===== src/rtl/ap_pkg.sv =====
// Shared constants and types for the poll scheduler.
// Assumes byte-wide packet buffer writes.
package ap_pkg;
    localparam logic [7:0] AP_TYPE_BUS  = 8'h00;   // packet type byte
    localparam logic [7:0] AP_MARK_POLL = 8'h40;   // unsolicited marker byte
    localparam int         AP_HDR_BYTES = 2;

    typedef enum logic [0:0] {
        SCH_IDLE = 1'b0,
        SCH_WAIT = 1'b1
    } sch_state_t;
endpackage


===== src/rtl/ap_cfg.sv =====
// Configuration registers: poll period with zero rejection, and a
// selection mask assembled from byte writes, most significant first.
// Assumes MASK_W is a multiple of 8 and at least 16.
module ap_cfg #(
    parameter int PER_W   = 8,
    parameter int MASK_W  = 16,
    parameter int DEF_PER = 11
) (
    input  logic              clk,
    input  logic              rst_n,
    input  logic              period_we,
    input  logic [PER_W-1:0]  period_ms,
    input  logic              mask_we,
    input  logic [7:0]        mask_byte,
    output logic [PER_W-1:0]  period_q,
    output logic              period_load,
    output logic [MASK_W-1:0] mask_q
);
    localparam int MB = MASK_W / 8;
    localparam int CW = (MB > 1) ? $clog2(MB) : 1;

    logic [MASK_W-9:0] acc_q;
    logic [CW-1:0]     cnt_q;

    assign period_load = period_we && (period_ms != '0);

    // Hold the period; a zero write is dropped.
    always_ff @(posedge clk) begin
        if (!rst_n)
            period_q <= PER_W'(DEF_PER);
        else if (period_load)
            period_q <= period_ms;
    end

    // Shift in mask bytes and commit the full word on the last byte.
    always_ff @(posedge clk) begin
        if (!rst_n) begin
            acc_q  <= '0;
            cnt_q  <= '0;
            mask_q <= '0;
        end else if (mask_we) begin
            if (cnt_q == CW'(MB - 1)) begin
                mask_q <= {acc_q, mask_byte};
                cnt_q  <= '0;
            end else begin
                acc_q  <= (MASK_W-8)'({acc_q, mask_byte});
                cnt_q  <= cnt_q + CW'(1);
            end
        end
    end
endmodule


===== src/rtl/ap_ms_tick.sv =====
// Millisecond prescaler: pulses once every CYC_PER_MS cycles while run
// is high. Restart or a low run level clears the phase.
module ap_ms_tick #(
    parameter int CYC_PER_MS = 100000
) (
    input  logic clk,
    input  logic rst_n,
    input  logic run,
    input  logic restart,
    output logic tick
);
    localparam int W = (CYC_PER_MS > 1) ? $clog2(CYC_PER_MS) : 1;

    logic [W-1:0] cnt_q;

    assign tick = run && (cnt_q == W'(CYC_PER_MS - 1));

    // Count cycles within the current millisecond.
    always_ff @(posedge clk) begin
        if (!rst_n || restart || !run)
            cnt_q <= '0;
        else if (tick)
            cnt_q <= '0;
        else
            cnt_q <= cnt_q + W'(1);
    end
endmodule


===== src/rtl/ap_period_ctr.sv =====
// Period counter in milliseconds: flags due on the tick that ends a
// period and reloads. Assumes the period value is never zero.
module ap_period_ctr #(
    parameter int PER_W   = 8,
    parameter int DEF_PER = 11
) (
    input  logic             clk,
    input  logic             rst_n,
    input  logic             tick,
    input  logic             restart,
    input  logic [PER_W-1:0] reload_val,
    input  logic [PER_W-1:0] period_q,
    output logic             due
);
    logic [PER_W-1:0] rem_q;

    assign due = tick && (rem_q == PER_W'(1));

    // Track milliseconds left in the running period.
    always_ff @(posedge clk) begin
        if (!rst_n)
            rem_q <= PER_W'(DEF_PER);
        else if (restart)
            rem_q <= reload_val;
        else if (tick)
            rem_q <= (rem_q == PER_W'(1)) ? period_q : rem_q - PER_W'(1);
    end
endmodule


===== src/rtl/ap_emit.sv =====
// Packet emitter: writes the two header bytes and then the captured
// data bytes, one per cycle. Lengths above MAX_BYTES are clamped.
// Assumes load is only raised with a non-zero length while idle.
module ap_emit
    import ap_pkg::*;
#(
    parameter int MAX_BYTES = 8
) (
    input  logic                        clk,
    input  logic                        rst_n,
    input  logic                        load,
    input  logic [$clog2(MAX_BYTES+1)-1:0] len,
    input  logic [8*MAX_BYTES-1:0]      data,
    output logic                        busy,
    output logic [7:0]                  wr_data,
    output logic                        wr_last
);
    localparam int LW = $clog2(MAX_BYTES + 1);
    localparam int IW = $clog2(MAX_BYTES + AP_HDR_BYTES);

    logic [IW-1:0]          idx_q;
    logic [LW-1:0]          len_q;
    logic [8*MAX_BYTES-1:0] data_q;
    logic [7:0]             bytes [MAX_BYTES];
    logic [LW-1:0]          len_c;

    genvar g;
    generate
        for (g = 0; g < MAX_BYTES; g++) begin : g_byte
            assign bytes[g] = data_q[8*g +: 8];
        end
    endgenerate

    assign len_c   = (len > LW'(MAX_BYTES)) ? LW'(MAX_BYTES) : len;
    assign wr_last = busy && (idx_q == IW'(len_q) + IW'(1));

    // Pick the byte for the current write slot.
    always_comb begin
        wr_data = AP_TYPE_BUS;
        if (idx_q == IW'(1))
            wr_data = AP_MARK_POLL;
        for (int i = 0; i < MAX_BYTES; i++) begin
            if (idx_q == IW'(i + AP_HDR_BYTES))
                wr_data = bytes[i];
        end
    end

    // Capture the answer and step through the packet.
    always_ff @(posedge clk) begin
        if (!rst_n) begin
            busy   <= 1'b0;
            idx_q  <= '0;
            len_q  <= '0;
            data_q <= '0;
        end else if (load) begin
            busy   <= 1'b1;
            idx_q  <= '0;
            len_q  <= len_c;
            data_q <= data;
        end else if (busy) begin
            if (wr_last)
                busy <= 1'b0;
            else
                idx_q <= idx_q + IW'(1);
        end
    end
endmodule


===== src/rtl/autopoll_sched.sv =====
// Poll scheduler top: issues a poll strobe on each period expiry while
// enabled and not blocked, holds one pending poll across a block, and
// forwards non-empty answers as unsolicited packets.
// Assumes the responder answers each poll exactly once.
module autopoll_sched
    import ap_pkg::*;
#(
    parameter int CYC_PER_MS = 100000,
    parameter int PER_W      = 8,
    parameter int DEF_PER    = 11,
    parameter int MASK_W     = 16,
    parameter int MAX_BYTES  = 8
) (
    input  logic                           clk,
    input  logic                           rst_n,
    input  logic                           en,
    input  logic                           period_we,
    input  logic [PER_W-1:0]               period_ms,
    input  logic                           mask_we,
    input  logic [7:0]                     mask_byte,
    input  logic                           host_block,
    input  logic                           host_unblock,
    output logic                           poll_req,
    output logic [MASK_W-1:0]              poll_mask,
    input  logic                           rsp_valid,
    input  logic [$clog2(MAX_BYTES+1)-1:0] rsp_len,
    input  logic [8*MAX_BYTES-1:0]         rsp_data,
    output logic                           pkt_wr_en,
    output logic [7:0]                     pkt_wr_data,
    output logic                           pkt_wr_last
);
    sch_state_t       st_q;
    logic             blk_q, pend_q, poll_q;
    logic [PER_W-1:0] period_q, reload_val;
    logic             period_load, restart, tick, due;
    logic             emit_busy, emit_load, waiting_rsp, idle, go;

    ap_cfg #(.PER_W(PER_W), .MASK_W(MASK_W), .DEF_PER(DEF_PER)) u_cfg (
        .clk(clk), .rst_n(rst_n),
        .period_we(period_we), .period_ms(period_ms),
        .mask_we(mask_we), .mask_byte(mask_byte),
        .period_q(period_q), .period_load(period_load), .mask_q(poll_mask)
    );

    assign restart    = period_load || !en;
    assign reload_val = period_load ? period_ms : period_q;

    ap_ms_tick #(.CYC_PER_MS(CYC_PER_MS)) u_tick (
        .clk(clk), .rst_n(rst_n), .run(en), .restart(restart), .tick(tick)
    );

    ap_period_ctr #(.PER_W(PER_W), .DEF_PER(DEF_PER)) u_per (
        .clk(clk), .rst_n(rst_n), .tick(tick), .restart(restart),
        .reload_val(reload_val), .period_q(period_q), .due(due)
    );

    assign waiting_rsp = (st_q == SCH_WAIT);
    assign idle        = (st_q == SCH_IDLE) && !emit_busy;
    assign go          = en && !blk_q && idle && (pend_q || due);
    assign emit_load   = waiting_rsp && rsp_valid && (rsp_len != '0);

    ap_emit #(.MAX_BYTES(MAX_BYTES)) u_emit (
        .clk(clk), .rst_n(rst_n), .load(emit_load), .len(rsp_len),
        .data(rsp_data), .busy(emit_busy), .wr_data(pkt_wr_data),
        .wr_last(pkt_wr_last)
    );

    assign pkt_wr_en = emit_busy;
    assign poll_req  = poll_q;

    // Block flag; a block pulse wins over a simultaneous unblock.
    always_ff @(posedge clk) begin
        if (!rst_n)
            blk_q <= 1'b0;
        else if (host_block)
            blk_q <= 1'b1;
        else if (host_unblock)
            blk_q <= 1'b0;
    end

    // Single pending poll: set by an expiry, cleared when a poll issues.
    always_ff @(posedge clk) begin
        if (!rst_n || !en)
            pend_q <= 1'b0;
        else
            pend_q <= (pend_q || due) && !go;
    end

    // Poll sequencing and the one-cycle strobe.
    always_ff @(posedge clk) begin
        if (!rst_n) begin
            st_q   <= SCH_IDLE;
            poll_q <= 1'b0;
        end else begin
            poll_q <= go;
            if (go)
                st_q <= SCH_WAIT;
            else if (waiting_rsp && rsp_valid)
                st_q <= SCH_IDLE;
        end
    end
endmodule


===== config.mk =====
export PLATFORM = sky130hd
export DESIGN_NAME = autopoll_sched
export DESIGN_NICKNAME = d
export VERILOG_FILES = /design/src/rtl/ap_pkg.sv /design/src/rtl/ap_cfg.sv /design/src/rtl/ap_ms_tick.sv /design/src/rtl/ap_period_ctr.sv /design/src/rtl/ap_emit.sv /design/src/rtl/autopoll_sched.sv
export SDC_FILE = /design/constraint.sdc
export NUM_CORES = 1
export LEC_CHECK = 0
export CAP_MARGIN = 20
export CORE_AREA = 2 2 117 147
export CTS_CLUSTER_SIZE = 14
export DETAILED_ROUTE_END_ITERATION = 6
export DIE_AREA = 0 0 119 149
export PLACE_DENSITY = 0.7
export SYNTH_ARGS = -nofsm -noshare
export SYNTH_HDL_FRONTEND = slang
export SYNTH_SLANG_ARGS = --single-unit

===== constraint.sdc =====
create_clock -name clk -period 3.5 [get_ports clk]
set_clock_uncertainty 0.1 [all_clocks]
set_input_delay 0.7 -clock clk [delete_from_list [all_inputs] [get_ports clk]]
set_output_delay 0.7 -clock clk [all_outputs]
set_load 0.01 [all_outputs]

Word level (Yosys, flattened, before mapping)
Index checks and enable logic that the tools add are counted.
- output and inout port bits: 27
- register bits: 135
- logic and storage cells: 89
- add/subtract/negate cells: 5
- reductions and logical operators: 31
- $lt $le $gt $ge: 1
- equal/unequal tests: 12
- muxes and demuxes: 22
- bitwise operators: 4
- operators with widths (kind ; number):
    $mux 8 ; 12
    $add 17x1->17 const B ; 1
    $eq 17x17->1 const B ; 1
    $eq 4x3->1 const B ; 4
    $logic_and 1x1->1 ; 11
    $add 4x1->4 const B ; 2
    $eq 4x2->1 const B ; 2
    $eq 4x4->1 const B ; 2
    $eq 8x1->1 const B ; 1
    $mux 1 ; 8
    $reduce_bool 8->1 ; 1
    $sub 8x1->8 const B ; 1
    $mux 7 ; 1
    $reduce_and 2->1 ; 3
    $reduce_bool 2->1 ; 3
    $logic_not 1->1 ; 5
    $logic_or 1x1->1 ; 5
    $eq 4x1->1 const B ; 1
    $eq 4x4->1 ; 1
    $gt 4x4->1 const B ; 1
    $mux 4 ; 1
    $not 1->1 ; 4
    $reduce_bool 4->1 ; 1
    $reduce_or 2->1 ; 2
    $add 1x1->1 const B ; 1

Depth between registers and ports, before layout
Gate-level depths: netlist of the first run.
- depth in word-level cells: 10
- mapped depth: 9
- gate-level depth less buffers: 7

Modules after synthesis
Synthesis of the first run repeated with hierarchy kept, for this count alone.
- cell total of the unflattened synthesis: 755
- area, all modules: 6605.1 um^2
- modules (own cells, without submodules) (module ; cells an instance ; instances ; area an instance (um^2) ; sequential area each (um^2)):
    ap_emit ; 411 ; 1 ; 3661.0 ; 1461.4
    ap_cfg ; 151 ; 1 ; 1253.7 ; 660.6
    ap_ms_tick ; 86 ; 1 ; 780.7 ; 340.3
    ap_period_ctr ; 81 ; 1 ; 650.6 ; 160.2
    autopoll_sched ; 26 ; 1 ; 259.0 ; 80.1

Worst setup path before layout of the first run
No wires, ideal clock.
- path kind: reg-to-output
- from: reg u_emit.idx_q[1]
- to: out pkt_wr_data[3]
- cell stages (with the launch flop): 10
- setup slack: 0.730 ns
- data arrival time: 1.970 ns
- required time: 2.700 ns
- path through: dfxtp_1 inv_1 ha_1 clkbuf_1 clkbuf_1 a22oi_1 nand2_1 a22oi_1 or2_2 a222oi_1
- cells in the longest elaborated chain, start to end: 9
- elaborated cells on any way between the ends: 16
- those cells by class: eq/ne: 8; mux: 8
- ends and longest elaborated chain (what ; line ; source):
    start, declared ; ap_emit.sv:21 ; logic [IW-1:0] idx_q;
    start signal, assigned ; ap_emit.sv:64 ; idx_q <= idx_q + IW'(1);
    $eq 4x2->1 ; ap_emit.sv:43 ; if (idx_q == IW'(i + AP_HDR_BYTES))
    $mux 8 (7 in series) ; ap_emit.sv:43 ;
    $mux 8 * ; ap_emit.sv:43 ;
    end, declared ; autopoll_sched.sv:29 ; output logic [7:0] pkt_wr_data,
Every way passes the cells marked *; elsewhere a longest branch is shown, timed or not.

Worst setup path in the final report of the first run
Same ends and word-level chain as after synthesis.

==> results_dict.tcl, run 1 <==
set metrics [dict create \
    status "completed" \
    cts_tree "built" \
    critical_path.reg2reg.startpoint "u_emit.idx_q[2]" \
    mapped_nets 904 \
    instances_no_fill 1138 \
    final_layout_size_suffix_gt1_frac 0.07952 \
    power.share.combinational 0.064 \
    nNetsFinal 1005 \
    reg_clk_slew_reported_paths_ns 0.06 \
    tritoncts.num_buffers 17 \
    globalRouteOverflowTotal 0 \
    ys.warnings.count 0 \
    worst_skew_pair.late_latency_ns 0.42 \
    post_synth.cell_area_avg_um2 7.994 \
    dp.final_hpwl_mm 12.44 \
    setup.worst_path.end_class "output pin" \
    fmax_ghz 0.2982 \
    timing.rr.end "u_emit.idx_q[3]" \
    max-clock-path-buffers 2 \
    dr.first_iter.drc_count 324 \
    clock_tree.htree_level_count 4 \
    global_route_wire_length_before_repair_mm 27.91 \
    rsz0062_at_grt "no" \
    syn_area_um2 6427 \
    grt_max_degree 65 \
    ir_worst_vdd_mv 0.2804 \
    grt_pass1_vias 5671 \
    drt_wl_total_mm 17.17 \
    critPathMaxFanout 34 \
    netlist.area_leader.share 0.4205 \
    end_point_of_the_most_critical_hold_path "u_tick.cnt_q[0]" \
    synthesis.instances 804 \
    fin_util 0.5140 \
    detailedPlace.worstSlack_ns 0.1077 \
    multi_input_comb_area_um2 3467 \
    synth_top_cells_by_count "nand2_1, dfxtp_1, a21boi_0, nor2_1, clkbuf_1" \
    path_class "reg2out" \
    die_y_um 149 \
    powerDensity_nw_per_um2 444.1 \
    fill_cells 1586 \
    gpl.final_weighted_congestion 0.9695 \
    synth.area.top_cells "dfxtp_1, nand2_1, a21boi_0, nor2_1, clkbuf_1" \
    timing.slew.headroom 0.6087 \
    final_critical_path_setup_slack_ns 0.1471 \
    min_delay_path_depth 1 \
    grt_use_total 0.1978 \
    register_area_um2 2705 \
    drc 0 \
    synth.largest_area_cell "dfxtp_1" \
    async_reset_ff_frac 0 \
    crit_arrival_ns 2.55 \
    netSwitchingFraction 0.2061 \
    post-route-period-util 0.9580 \
    root_buffer "clkbuf_16" \
    worst_ep_required_time_ns 2.70 \
    core.rowCount 53 \
    synth-edff-count 0 \
    routed-via-count 5975 \
    ys_types 60 \
    hold_vio_cnt_final 0 \
    p_int_mw 2.992 \
    synth_flop_cell "dfxtp_1" \
    ff2ff_setup_slack_ns 1.30 \
    die_width_um 119 \
    power.switching_mw 0.7770 \
    share_of_synthesized_area_occupied_by_flip_flops_and_latches 0.4205 \
    setup_viol_count_final 0 \
    design.core.area_um2 16510 \
    tritoncts_num_sinks 135 \
    cellLeakagePower_nw 3.053 \
    placed_cells 1106 \
    clock_power_share 0.517 \
    layout-area-overhead-vs-synth_pct 32.04 \
    hold_path.startpoint "u_tick.cnt_q[0]" \
    grt_antenna_before_repair 0 \
    worst_slew_pin_slew_ns 0.5857 \
    routed_wire_length_per_instance_um 15.09 \
    power.sequential.fraction 0.419 \
    worst_setup_path_start_kind "register" \
    min_period_ns 3.353 \
    synth.ff_latch_count 135 \
    floorplan.die_area_um2 17730 \
    postRouteAntennaNets 0 \
    r2r_cells 5 \
    start_util 0.3893 \
    postCtsSetupRepairBufs 0 \
    route.detailed.vias_per_inst 5.250 \
    place.port_buffers 118 \
    hold_class "reg2reg" \
    detailedRoute.firstPassIterationCount 7 \
    i_o_pins 119 \
    drv.max_cap_violation_count 0 \
    totalNegativeSetupSlack_ns 0 \
    yosysMostFrequentCell "nand2_1" \
    num_antenna_cells 0 \
    count_of_pins_over_their_slew_limit 0 \
]
[sequential cells by signal, indices dropped and copies added, names as in the netlist, 4 cells and up]
register / cells
u_emit.data_q: 64
u_tick.cnt_q: 17
u_cfg.mask_q: 16
u_cfg.acc_q: 8
u_cfg.period_q: 8
u_per.rem_q: 8
u_emit.idx_q: 4
u_emit.len_q: 4
[layer usage]
metal	track usage	up-vias	wire length, um
met1	0.2238	2794	7129
li1	-	2963	-
met5	0	-	0
met4	0.09702	0	572
met2	0.3517	175	8695
met3	0.04243	43	776
[through the flow]
| stage | power (mW) | hold slack [ns] | instance area (um^2) |
|---|---|---|---|
| 2_1_floorplan | 1.709 | 0.3175 | 6427 |
| 3_3_place_gp | 1.854 | 0.3313 | 7833 |
| 3_5_place_dp | 1.856 | 0.3394 | 7833 |
| 4_1_cts | 3.805 | 0.3501 | 8489 |
| 5_1_grt | 3.892 | 0.3590 | 8487 |
| 6_report | 3.769 | 0.3420 | 8487 |
[worst max-delay path by stage]
stage | slack [ns] | end | depth (start not counted) | startpoint
finish | 0.15 | pkt_wr_data[3] | 9 | u_emit.idx_q[1]
detailed placement | 0.11 | pkt_wr_data[0] | 8 | u_emit.idx_q[0]
global route | 0.01 | pkt_wr_data[7] | 9 | u_emit.idx_q[1]
global placement | 0.1 | pkt_wr_data[0] | 8 | u_emit.idx_q[0]
floorplan | 0.73 | pkt_wr_data[3] | 9 | u_emit.idx_q[1]
CTS | -0.15 | pkt_wr_data[0] | 9 | u_emit.idx_q[1]
[area by class of cell]
type,instances,share of cell area
Multi-Input combinational cell,595,0.4085
Sequential cell,135,0.3187
Timing Repair Buffer,135,0.1549
Clock buffer,20,0.05263
Tap cell,220,0.03243
Clock inverter,12,0.02344
Inverter,21,0.009288
[cell families (layout without fill, tap and decap cells)]
kind of cell | after synthesis | in the layout | share of synthesized area
AOI/OAI and AO/OA | 211 | 211 | 0.2412
and+or+nand+nor | 350 | 350 | 0.2392
muxes | 4 | 4 | 0.006230
xor gates and xnor gates | 22 | 22 | 0.03212
DFF | 135 | 135 | 0.4205
adders and majority gates | 8 | 8 | 0.01557
buffers and inverters | 74 | 188 | 0.04516
[cell usage in the layout (no fill, tap or decap), drive strengths merged, types with 3 or more instances in the layout]
| cell type | count |
|---|---|
| nand2 | 216 |
| nand4 | 4 |
| mux2i | 4 |
| clkinv | 5 |
| nor2b | 16 |
| xnor2 | 9 |
| and2 | 5 |
| clkdlybuf4s50 | 109 |
| o21a | 3 |
| nand3 | 14 |
| o21ai | 27 |
| or2 | 8 |
| or3 | 3 |
| dfxtp | 135 |
| a22o | 4 |
| nand2b | 5 |
| clkbuf | 21 |
| a22oi | 22 |
| nor3 | 7 |
| bufinv | 5 |
| a21oi | 16 |
| inv | 22 |
| nor2 | 53 |
| xor2 | 12 |
| nor4b | 3 |
| a211o | 9 |
| and3 | 5 |
| buf | 19 |
| a221oi | 9 |
| dlygate4sd2 | 5 |
| a21boi | 94 |
| or4 | 6 |
| a222oi | 7 |
| ha | 8 |
[power groups by stage]
stage                     sequential (mW)  combinational [mW]  clock (mW)
after global routing                 1.58               0.264        2.05
after CTS                            1.58               0.244        1.98
after global placement               1.61               0.241           0
after detailed placement             1.61               0.243           0
final                                1.58               0.242        1.95
after floorplan                      1.61              0.0985           0
[timing repair]
action	4_1_cts	5_1_grt
endpoints found under the setup margin	8	4
pin swaps	0	3
hold buffers	0	0
resized for setup	11	10
[critical path, stage by stage, from the launching register on]
cell,delay (ns)
dfxtp_2,0.35
inv_1,0.12
ha_1,0.21
buf_12,0.20
nor2_1,0.05
a221oi_1,0.31
a211o_1,0.16
o21ai_0,0.07
a222oi_1,0.34
dlygate4sd2_1,0.32
(Power assumes the default switching activity.)
==> inputs of run 2 (changes only) <==
==> constraint.sdc (replaced) <==
create_clock -name clk -period 3.25 [get_ports clk]
set_clock_uncertainty 0.1 [all_clocks]
set_input_delay 0.65 -clock clk [delete_from_list [all_inputs] [get_ports clk]]
set_output_delay 0.65 -clock clk [all_outputs]
set_load 0.01 [all_outputs]
==> run 2 against run 1 <==
Clock power is 3% lower. Via count is 1.4% lower. Sequential share of layout area is 0.080 points lower. Global-route usage is 0.10 points higher. Sequential power is 8% higher. Register-to-register slack worse by 0.21 ns. Die area stayed put. Sequential cell count stayed put.
==> results_dict.tcl, run 2 (same netlist as run 1, synthesis figures left out) <==
set metrics [dict create \
    status "completed" \
    num_antenna_cells 0 \
    dp.final_hpwl_mm 12.53 \
    finalHoldWorstSlack_ns 0.3548 \
    hold_vio_cnt_final 0 \
    cp_num_buf_inv 3 \
    grt_max_degree 71 \
    cpMaxStageDelayCell "dfxtp_2" \
    nNetsFinal 1006 \
    critPathMaxFanout 17 \
    min_delay_path_depth 1 \
    detailedRoute.firstPassIterationCount 5 \
    fill_cells 1556 \
    dr.first_iter.drc_count 360 \
    postRouteAntennaNets 0 \
    cp_cell_sequence "inv_2 -> ha_4 -> clkbuf_16 -> a221oi_2 -> a211o_1 -> o21ai_0 -> a221oi_2 -> dlygate4sd2_1" \
    powerDensity_nw_per_um2 453.0 \
    cellLeakagePower_nw 3.025 \
    setup.worst_path.end_class "output pin" \
    routed_wire_length_per_instance_um 15.30 \
    worst_slew_pin_slew_ns 0.5639 \
    global_route_wire_length_before_repair_mm 27.86 \
    routed-via-count 5890 \
    postCtsSetupRepairBufs 0 \
    floorplan.die_area_um2 17730 \
    placed_cells 1106 \
    r2r_cells 5 \
    layout-area-overhead-vs-synth_pct 32.37 \
    final_layout_size_suffix_gt1_frac 0.08814 \
    root_buffer "clkbuf_16" \
    tritoncts.num_buffers 17 \
    design.core.area_um2 16510 \
    die_y_um 149 \
    instances_no_fill 1139 \
    route.detailed.vias_per_inst 5.171 \
    largest_register_by_flop_count "u_emit.data_q" \
    ff2ff_setup_slack_ns 1.09 \
    timing.rr.end "u_per.rem_q[5]" \
    final_common_cell "nand2_1" \
    hold_class "reg2reg" \
    fmax_ghz 0.3171 \
    slowest_delay_ns 0.41 \
    grt_antenna_before_repair 0 \
    path_class "reg2out" \
    rsz0062_at_grt "no" \
    global_route.usage.met1 0.2277 \
    post-route-period-util 0.9702 \
    drt_wl_total_mm 17.42 \
    min_period_ns 3.153 \
    setup_viol_count_final 0 \
    tritoncts_num_sinks 135 \
    register_area_um2 2705 \
    multi_input_comb_area_um2 3500 \
    grt_pass1_vias 5639 \
    hold_path.startpoint "u_tick.cnt_q[0]" \
    placedInstanceArea_um2 7883 \
    end_point_of_the_most_critical_hold_path "u_tick.cnt_q[0]" \
    drc 0 \
    gpl.final_weighted_congestion 0.9423 \
    start_util 0.3893 \
    max-clock-path-buffers 2 \
    fin_area_um2 8508 \
    globalRouteOverflowTotal 0 \
    largest_reg_flops 64 \
    timing.slew.headroom 0.6241 \
    top_usage_layer "met2" \
    grt_use_total 0.1988 \
    final_cell_mix "nand2_1, dfxtp_1, clkdlybuf4s50_1" \
    grt.met3_usage 0.04090 \
    critical_path.startpoint "u_emit.idx_q[1]" \
    layout_top_registers "u_emit.data_q x64, u_tick.cnt_q x17, u_cfg.mask_q x16" \
    die_width_um 119 \
    cts_tree "built" \
    cts-hold-fix-buffers 0 \
    place.port_buffers 118 \
    reg_clk_slew_reported_paths_ns 0.05 \
    crit_arrival_ns 2.40 \
    worst_path_most_repeated_cell "a221oi_2" \
    core.rowCount 53 \
    globalRouteMet2Util 0.3549 \
    count_of_pins_over_their_slew_limit 0 \
    crit_family "compound AO/OA/AOI/OAI gates" \
    worst_setup_path_start_kind "register" \
    worst_skew_pair.late_latency_ns 0.41 \
    i_o_pins 119 \
    totalNegativeSetupSlack_ns 0 \
    drv.max_cap_violation_count 0 \
    critical_path.reg2reg.startpoint "u_per.rem_q[2]" \
    clock_tree.htree_level_count 4 \
    worst_ep_required_time_ns 2.50 \
    ir_worst_vdd_mv 0.3215 \
]
[run 2: cell types whose count changed in the layout (fill, tap and decap cells not counted), moves of 3 or more]
cell	delta
clkbuf_1	+4
ha_1	-3
dlygate4sd2_1	-3
buf_12	+4
buf_4	-4
[run 2: worst max path at each step]
stage	slack [ns]	depth (start not counted)	to
6_report	0.1	8	pkt_wr_data[6]
5_1_grt	0.006	8	pkt_wr_data[6]
4_1_cts	0.001	9	pkt_wr_data[5]
3_5_place_dp	0.07	8	pkt_wr_data[6]
3_3_place_gp	0.13	8	pkt_wr_data[6]
2_1_floorplan	0.53	9	pkt_wr_data[3]
[run 2: layout make-up]
cell class | count | area share
multi-input cells | 595 | 0.4113
inverters | 21 | 0.009265
repair buffers | 136 | 0.1616
clock buffers | 23 | 0.05265
well taps | 220 | 0.03235
clock inverters | 9 | 0.01485
flip-flops and latches | 135 | 0.3179
[run 2: power breakdown]
part	leakage, nW	internal (mW)	switching [mW]	total [mW]
clock	0.279	1.20	0.688	1.89
sequential	1.09	1.68	0.0206	1.70
combinational	1.65	0.161	0.102	0.262
[run 2: per-stage QoR]
stage / power [mW] / setup WS [ns] / util
after CTS: 3.902 / 0.0009999 / 0.5120
final: 3.854 / 0.09691 / 0.5153
after detailed placement: 2.001 / 0.07057 / 0.4774
after global routing: 4.003 / 0.006074 / 0.5153
after global placement: 2.000 / 0.1267 / 0.4774
after floorplan: 1.841 / 0.5305 / -
[run 2: timing repair]
item	4_1_cts	5_1_grt
gates cloned	0	1
endpoints found under the setup margin	8	8
gates resized for setup	16	24
pin swaps	1	6
[run 2: per-layer routing]
layer	part of all wire	wire length (um)	vias to the layer above
met4	0.029	512	0
met5	0	0	-
met1	0.41	7152	2751
met2	0.52	9066	147
met3	0.040	692	29
li1	-	-	2963
